### config.mk
export PLATFORM = sky130hd
export DESIGN_NAME = phase_line_decoder
export DESIGN_NICKNAME = d
export VERILOG_FILES = /design/src/rtl/pd_pkg.sv /design/src/rtl/pd_sampler.sv /design/src/rtl/pd_counter.sv /design/src/rtl/pd_classifier.sv /design/src/rtl/phase_line_decoder.sv
export SDC_FILE = /design/constraint.sdc
export NUM_CORES = 1
export LEC_CHECK = 0
export BUFFER_PORTS_ARGS = -buffer_cell sky130_fd_sc_hd__clkbuf_2
export CAP_MARGIN = 10
export CORE_MARGIN = 2
export CORE_UTILIZATION = 46
export DETAILED_ROUTE_END_ITERATION = 16
export PLACE_DENSITY = 0.68
export SLEW_MARGIN = 20
export SYNTH_ARGS = -nofsm -noshare
export SYNTH_HDL_FRONTEND = slang
export SYNTH_SLANG_ARGS = --single-unit
### constraint.sdc
create_clock -name clk -period 1.45 [get_ports clk]
set_clock_uncertainty 0.2 [all_clocks]
set_input_delay 0.29 -clock clk [delete_from_list [all_inputs] [get_ports clk]]
set_output_delay 0.29 -clock clk [all_outputs]
set_load 0.02 [all_outputs]
### src/rtl/pd_pkg.sv
package pd_pkg;

  typedef enum logic [1:0] {
    EV_NONE = 2'd0,
    EV_COLL = 2'd1,
    EV_ZERO = 2'd2,
    EV_ONE  = 2'd3
  } pd_evt_e;

  // One sampled view of the line: current level and change against the previous sample.
  typedef struct packed {
    logic toggle;
    logic rise;
    logic level;
  } pd_smp_t;

endpackage

### src/rtl/pd_sampler.sv
module pd_sampler
  import pd_pkg::*;
(
  input  logic    clk,
  input  logic    rst,
  input  logic    line_i,
  output pd_smp_t smp_o
);

  logic cur_q;
  logic old_q;

  always_ff @(posedge clk) begin
    if (rst) begin
      cur_q <= 1'b0;
      old_q <= 1'b0;
    end else begin
      cur_q <= line_i;
      old_q <= cur_q;
    end
  end

  always_comb begin
    smp_o.level  = cur_q;
    smp_o.toggle = cur_q ^ old_q;
    smp_o.rise   = cur_q & ~old_q;
  end

endmodule

### src/rtl/pd_counter.sv
module pd_counter #(
  parameter int W = 4
) (
  input  logic         clk,
  input  logic         rst,
  input  logic         restart_i,
  output logic [W-1:0] cnt_o
);

  localparam logic [W-1:0] ONE_V = W'(1);
  localparam logic [W-1:0] TOP_V = {W{1'b1}};

  logic [W-1:0] cnt_q;

  always_ff @(posedge clk) begin
    if (rst) begin
      cnt_q <= '0;
    end else if (restart_i) begin
      cnt_q <= ONE_V;
    end else if (cnt_q != TOP_V) begin
      cnt_q <= cnt_q + ONE_V;
    end
  end

  assign cnt_o = cnt_q;

endmodule

### src/rtl/pd_classifier.sv
module pd_classifier
  import pd_pkg::*;
#(
  parameter int CNT_W     = 4,
  parameter int GAP_W     = 2,
  parameter int MANY_GAP  = 1,
  parameter int SETUP_MIN = 2,
  parameter int DATA_MIN  = 6,
  parameter int DATA_MAX  = 10,
  parameter int FEW_MAX   = 12
) (
  input  logic             clk,
  input  logic             rst,
  input  pd_smp_t          smp_i,
  input  logic [CNT_W-1:0] cnt_i,
  input  logic [GAP_W-1:0] gap_i,
  input  logic             coll_en_i,
  output logic             restart_o,
  output logic [1:0]       evt_o,
  output logic             start_o,
  output logic             carrier_o,
  output logic             eop_o,
  output logic             jam_o
);

  localparam logic [GAP_W-1:0] L_MANY      = GAP_W'(MANY_GAP);
  localparam logic [CNT_W-1:0] L_SETUP_MIN = CNT_W'(SETUP_MIN);
  localparam logic [CNT_W-1:0] L_DATA_MIN  = CNT_W'(DATA_MIN);
  localparam logic [CNT_W-1:0] L_DATA_MAX  = CNT_W'(DATA_MAX);
  localparam logic [CNT_W-1:0] L_FEW_MAX   = CNT_W'(FEW_MAX);

  pd_evt_e evt_q, evt_d;
  logic    carrier_q, carrier_d;
  logic    start_q, start_d;
  logic    eop_q, eop_d;
  logic    jam_q, jam_d;
  logic    coll;

  always_comb begin
    restart_o = 1'b0;
    carrier_d = carrier_q;
    evt_d     = EV_NONE;
    start_d   = 1'b0;
    eop_d     = 1'b0;
    jam_d     = 1'b0;
    coll      = 1'b0;
    if (!carrier_q) begin
      // Idle: only a rising edge can open a packet (start bit is a one).
      if (smp_i.toggle && smp_i.rise) begin
        restart_o = 1'b1;
        carrier_d = 1'b1;
        evt_d     = EV_ONE;
        start_d   = 1'b1;
      end
    end else if (smp_i.toggle) begin
      if (gap_i <= L_MANY) begin
        coll = 1'b1;
      end else if (cnt_i >= L_SETUP_MIN && cnt_i < L_DATA_MIN) begin
        // mid-cell setup transition: nothing to report
        coll = 1'b0;
      end else if (cnt_i >= L_DATA_MIN && cnt_i <= L_DATA_MAX) begin
        restart_o = 1'b1;
        evt_d     = smp_i.rise ? EV_ONE : EV_ZERO;
      end else if (cnt_i > L_DATA_MAX && cnt_i <= L_FEW_MAX) begin
        restart_o = 1'b1;
        coll      = 1'b1;
      end else begin
        coll = 1'b1;
      end
    end else if (cnt_i >= L_FEW_MAX) begin
      carrier_d = 1'b0;
      if (smp_i.level) begin
        jam_d = 1'b1;
        coll  = 1'b1;
      end else begin
        eop_d = 1'b1;
      end
    end
    if (coll && coll_en_i) begin
      evt_d = EV_COLL;
    end
  end

  always_ff @(posedge clk) begin
    if (rst) begin
      evt_q     <= EV_NONE;
      carrier_q <= 1'b0;
      start_q   <= 1'b0;
      eop_q     <= 1'b0;
      jam_q     <= 1'b0;
    end else begin
      evt_q     <= evt_d;
      carrier_q <= carrier_d;
      start_q   <= start_d;
      eop_q     <= eop_d;
      jam_q     <= jam_d;
    end
  end

  assign evt_o     = evt_q;
  assign carrier_o = carrier_q;
  assign start_o   = start_q;
  assign eop_o     = eop_q;
  assign jam_o     = jam_q;

endmodule

### src/rtl/phase_line_decoder.sv
module phase_line_decoder
  import pd_pkg::*;
#(
  parameter int CNT_W     = 4,
  parameter int SETUP_MIN = 2,
  parameter int DATA_MIN  = 6,
  parameter int DATA_MAX  = 10,
  parameter int FEW_MAX   = 12
) (
  input  logic             clk,
  input  logic             rst,
  input  logic             line_i,
  input  logic             coll_report_en_i,
  output logic [1:0]       evt_o,
  output logic             start_o,
  output logic             carrier_o,
  output logic             eop_o,
  output logic             jam_o,
  output logic [CNT_W-1:0] cnt_o
);

  localparam int MANY_GAP = 1;
  localparam int GAP_W    = $clog2(MANY_GAP + 3);

  pd_smp_t          smp;
  logic             restart;
  logic [GAP_W-1:0] gap;

  pd_sampler u_smp (
    .clk    (clk),
    .rst    (rst),
    .line_i (line_i),
    .smp_o  (smp)
  );

  // samples since the last accepted data transition
  pd_counter #(.W(CNT_W)) u_cnt (
    .clk       (clk),
    .rst       (rst),
    .restart_i (restart),
    .cnt_o     (cnt_o)
  );

  // samples since any transition, for the too-many check
  pd_counter #(.W(GAP_W)) u_gap (
    .clk       (clk),
    .rst       (rst),
    .restart_i (smp.toggle),
    .cnt_o     (gap)
  );

  pd_classifier #(
    .CNT_W     (CNT_W),
    .GAP_W     (GAP_W),
    .MANY_GAP  (MANY_GAP),
    .SETUP_MIN (SETUP_MIN),
    .DATA_MIN  (DATA_MIN),
    .DATA_MAX  (DATA_MAX),
    .FEW_MAX   (FEW_MAX)
  ) u_cls (
    .clk       (clk),
    .rst       (rst),
    .smp_i     (smp),
    .cnt_i     (cnt_o),
    .gap_i     (gap),
    .coll_en_i (coll_report_en_i),
    .restart_o (restart),
    .evt_o     (evt_o),
    .start_o   (start_o),
    .carrier_o (carrier_o),
    .eop_o     (eop_o),
    .jam_o     (jam_o)
  );

endmodule

Word level (Yosys, flattened, before mapping) --
Index checks and enable logic that the tools add are counted.
Storage, ports and cells: bits in registers 14, latch bits 0, memory bits (writable) 0, memory bits (read-only) 0, input bits 4, memories kept 0
Operators by class: add/sub/neg operators 2, multipliers 0, divide/modulo/power cells 0, magnitude comparators 8, equal/unequal tests 2, shift-type cells 0, muxes and demuxes 30, bitwise logic cells 5, reduce and logical (&&, ||, !) cells 13
Operator list (count):
- $mux 1 | 24
- $mux 2 | 6
- $le 4x4->1 const B | 2
- $reduce_or 2->1 | 4
- $logic_and 1x1->1 | 5
- $add 4x1->4 const B | 1
- $ge 4x2->1 const B | 1
- $ge 4x3->1 const B | 1
- $ge 4x4->1 const B | 1
- $gt 4x4->1 const B | 1
- $lt 4x3->1 const B | 1
- $ne 4x4->1 const B | 1
- $reduce_bool 2->1 | 2
- $reduce_or 4->1 | 1
- $not 1->1 | 3
- $reduce_or 3->1 | 1
- $add 2x1->2 const B | 1
- $le 2x1->1 const B | 1
- $ne 2x2->1 const B | 1
- $and 1x1->1 | 1
- $xor 1x1->1 | 1

Logic depth before layout (Yosys ltp) --
depth after elaboration 9, mapped depth 6, depth with buffers taken out 6

Modules after synthesis --
Synthesis repeated with hierarchy kept, for this count alone.
Second synthesis, totals: cells, all modules 65, area total of the unflattened synthesis 613.1 um2
Modules (own cells, without submodules):
- pd_classifier | times used 1, cells an instance 31, area each 269.0 um2, seq. area each 120.1 um2
- pd_counter at u_cnt | times used 1, cells an instance 18, area each 173.9 um2, seq. area each 80.1 um2
- pd_counter at u_gap | times used 1, cells an instance 8, area each 90.1 um2, seq. area each 40.0 um2
- pd_sampler | times used 1, cells an instance 8, area each 80.1 um2, seq. area each 40.0 um2

Least setup slack after synthesis --
Ideal clock, no wire load.
path kind flip-flop to flip-flop, start register u_cnt.cnt_q[1], in the netlist u_cnt.cnt_o[1], end register u_cnt.cnt_q[0], in the netlist u_cnt.cnt_o[0], library setup time 120 ps, arrival time 1293 ps, path slack -163 ps, stages on the path, launching flop included 5, cell sequence dfxtp_1 > ha_1 > nand3_1 > xnor2_1 > o31a_1
Between the ends: longest elaborated chain between the ends 9, elaborated cells between the ends (all ways) 18, classes of those cells 6 x order compare; 1 x eq/ne; 7 x mux; 4 x reduce/logical
RTL lines:
- from (decl) | line pd_counter.sv:13 | logic [W-1:0] cnt_q;
- from (signal assigned) | line pd_counter.sv:21 | cnt_q <= cnt_q + ONE_V;
- $gt 4x4->1 / $le 4x4->1 (equally long branches) | line pd_classifier.sv:64 | end else if (cnt_i > L_DATA_MAX && cnt_i <= L_FEW_MAX) begin
- $logic_and 1x1->1 | line pd_classifier.sv:64
- $mux 1 | line pd_classifier.sv:64
- $mux 1 | line pd_classifier.sv:61 | end else if (cnt_i >= L_DATA_MIN && cnt_i <= L_DATA_MAX) begin
- $mux 1 | line pd_classifier.sv:58 | end else if (cnt_i >= L_SETUP_MIN && cnt_i < L_DATA_MIN) begin
- $mux 1 | line pd_classifier.sv:56 | if (gap_i <= L_MANY) begin
- $mux 1 | line pd_classifier.sv:55 | end else if (smp_i.toggle) begin
- $mux 1 | line pd_classifier.sv:47 | if (!carrier_q) begin
- $mux 1 / $reduce_bool 2->1 (equally long branches)
Several ways; a longest one is shown, not always the timed one. A chain may end at the register's enable or synchronous reset.

Worst setup path after layout --
start register u_smp.old_q, end register u_cnt.cnt_q[0], in the netlist u_cnt.cnt_o[0]
Between the ends: longest elaborated chain between the ends 6, elaborated cells between the ends (all ways) 9, classes of those cells 4 x mux; 3 x bitwise; 2 x reduce/logical
RTL lines:
- from (decl) | line pd_sampler.sv:11 | logic old_q;
- from (signal assigned) | line pd_sampler.sv:19 | old_q <= cur_q;
- $not 1->1 | line pd_sampler.sv:26 | smp_o.rise = cur_q & ~old_q;
- $and 1x1->1 | line pd_sampler.sv:26
- $logic_and 1x1->1 | line pd_classifier.sv:49 | if (smp_i.toggle && smp_i.rise) begin
- $mux 1 | line pd_classifier.sv:49
- $mux 1 * | line pd_classifier.sv:47
- $mux 1 / $reduce_bool 2->1 (equally long branches)
Every way passes the cells marked *; elsewhere a longest branch is shown, timed or not.

==> impl_metrics.yaml <==
critical_path:
  crit_path_end: "u_cnt.cnt_o[0]"
  critPathKind: "reg -> reg"
  worstSetupStartpointType: "register"
  crit_start: "u_smp.old_q"
  required_ps: 1440
  path_max_fanout: 4
  rrSetupSlack_ps: -110
  endpoint_kind: "register"
  r2r-end: "u_cnt.cnt_o[0]"
  worst-endpoint-arrival_ps: 1550
  r2r-start: "u_smp.old_q"
  reg2reg_depth: 5
synth:
  ys_top_cells_by_area: "dfxtp_1 (40%), ha_1 (11%), nand2_1 (4.3%), o21ai_0 (3.6%), buf_6 (3.2%)"
  avgSynthCellArea_um2: 9.24
  syn-num-nets: 86
  syn_inst: 76
  synth_most_common_cell: "dfxtp_1"
  synth-seq-cells: 14
  synth_flop_cell: "dfxtp_1"
  synth-edff-count: 0
  yosysSeqAreaShare_pct: 39.9
  synth_cell_types: 28
  yosys-top-cells-count: "dfxtp_1 (14), nand2_1 (8), ha_1 (6), inv_1 (5), o21ai_0 (5)"
  async_flop_share_pct: 0
  yosysTopAreaCell: "dfxtp_1"
  syn_area_um2: 702
  yosysWarningCount: 0
  yosysTopAreaCellShare_pct: 39.9
detailed_routing:
  num_vias: 648
  firstDrtPassIters: 4
  wl_mm: 1.58
  post_drt_wl_per_cell_um: 12.7
  drc: 0
  drtIter0Drc: 5
  avgViaCountPerCell: 5.23
  drtAntennaViolNets: 0
pwr:
  ir_drop_mv: 0.612
  power_mw: 0.905
  power_leakage_nw: 0.461
  powerDensity_nw_per_um2: 911
timing:
  worst_pin_slew_ps: 310
  grt_setup_unrepaired: "yes"
  min_period_ps: 1560
  setup_ws_ps: -113
  hold_viol_final: 0
  maxSlewHeadroom_pct: 79.3
  slew_violations: 0
  fin_crit_sh_pct: 108
  setup-violations-final: 8
  hold_ws_ps: 179
  fmax_ghz: 0.640
finish:
  utilization_pct: 67.5
  diodes: 0
  fin_nets: 119
  finalNonFillerCells: 124
  syn_to_final_growth_pct: 41.5
  drive_above_1_share_pct: 48.1
global_routing:
  overflow: 0
  grt_pass1_wl_mm: 2.54
  grt_pass1_vias: 606
  grt_max_degree: 13
  grt_use_total_pct: 19.2
  antenna_found_initial: 0
die:
  design.die.area_um2: 1850
  core_area_um2: 1470
  die_h_um: 43.1
  die_x_um: 43.1
  initial_core_util_pct: 47.7
  io-pin-count: 14
  num_rows: 14
clock_network:
  clock-sinks: 14
  h-tree-depth: 1
  cts_tree: "done"
  path_clk_slew_ps: 90
  clockBufferDepth: 2
  insertion_delay_ps: 290
  root_buffer: "clkbuf_4"
  cts_buffers: 3
placed_design:
  port_buffers: 13
  pre_cts_ws_ps: -115
  place.gp.congestion: 0.799
  place_inst: 116
  hpwl_mm: 1.07
hold_path:
  hp-class: "in -> reg"
  whs_path_depth: 2
run:
  maxCapViolations: 0
outcome:
  outcome: "finished, violations left"
  violations: "negative setup slack"
-- layout make-up --
class                   instances  area, um2
repair buffers                 31        206
flip-flops and latches         14        290
inverters                       5       18.8
well taps                      16       20.0
clock buffers                   4       36.3
multi-input cells              54        422
fillers                       122        478
-- state kept, by name, summed over array words and instances (netlist names) --
name             count
u_cls.evt_o          2
u_cls.eop_o          1
u_cnt.cnt_o          4
u_gap.cnt_o          2
u_smp.cur_q          1
u_cls.jam_o          1
u_cls.carrier_o      1
u_cls.start_o        1
u_smp.old_q          1
-- what timing repair did --
item / 4_1_cts / 5_1_grt
pin swaps: 4 / 4
endpoints found under the hold margin: 1 / 0
hold buffers: 1 / 0
setup buffers: 1 / 2
resized for setup: 3 / 10
endpoints found under the setup margin: 9 / 11
-- worst max-delay path, cell delays in order (launching register included) --
cell and delay [ps]:
dfxtp_2 330, inv_2 40, ha_4 270, and4bb_1 200, a21boi_4 160, o31a_1 250
-- how the worst min path moves through the flow --
stage | slack (ps) | endpoint | startpoint
floorplan | 220 | u_smp.cur_q | line_i
global placement | 300 | u_smp.cur_q | line_i
detailed placement | 310 | u_smp.cur_q | line_i
CTS | 130 | u_smp.old_q | rst
global route | 170 | u_smp.cur_q | rst
finish | 180 | u_smp.old_q | rst
-- layer usage --
metal  share of wire [%]  global-route usage, %  up-vias
met4                 2.7                   12.1        0
met1                  44                   21.8      294
met2                  47                   29.4       19
met3                 6.3                   8.09        5
li1                    -                      -      330
met5                   0                      0        -
-- metrics by stage --
step           cell area [um2]  TNS (ps)
3_3_place_gp               890      -219
3_5_place_dp               890      -413
4_1_cts                    950      -383
5_1_grt                    993     -1110
6_report                   993      -614
2_1_floorplan              727     -66.3
-- cells by family after synthesis --
kind of cell	synth area share, %
compound gates	14.3
simple gates	24.6
xor+xnor	2.50
fa+ha+maj	10.7
flops	39.9
mux	1.43
buf+inv	6.59
-- power by group --
part           total (mW)  switching [mW]  leakage [nW]  internal, mW
sequential          0.427          0.0196         0.118         0.408
combinational       0.192          0.0944         0.323        0.0972
clock               0.286           0.133        0.0210         0.153
total               0.905           0.247         0.461         0.658
-- layout by cell type (no fill, tap or decap), drive strengths merged, types with 2 or more instances in the layout --
master,n
a21oi,4
a31oi,2
and3,2
buf,17
clkbuf,17
dfxtp,14
ha,6
inv,5
nand2,8
nand2b,2
nand3,2
nor2,2
nor2b,4
nor3,3
nor4,4
o21ai,5
Note: power is estimated with default switching activity, not from simulation.
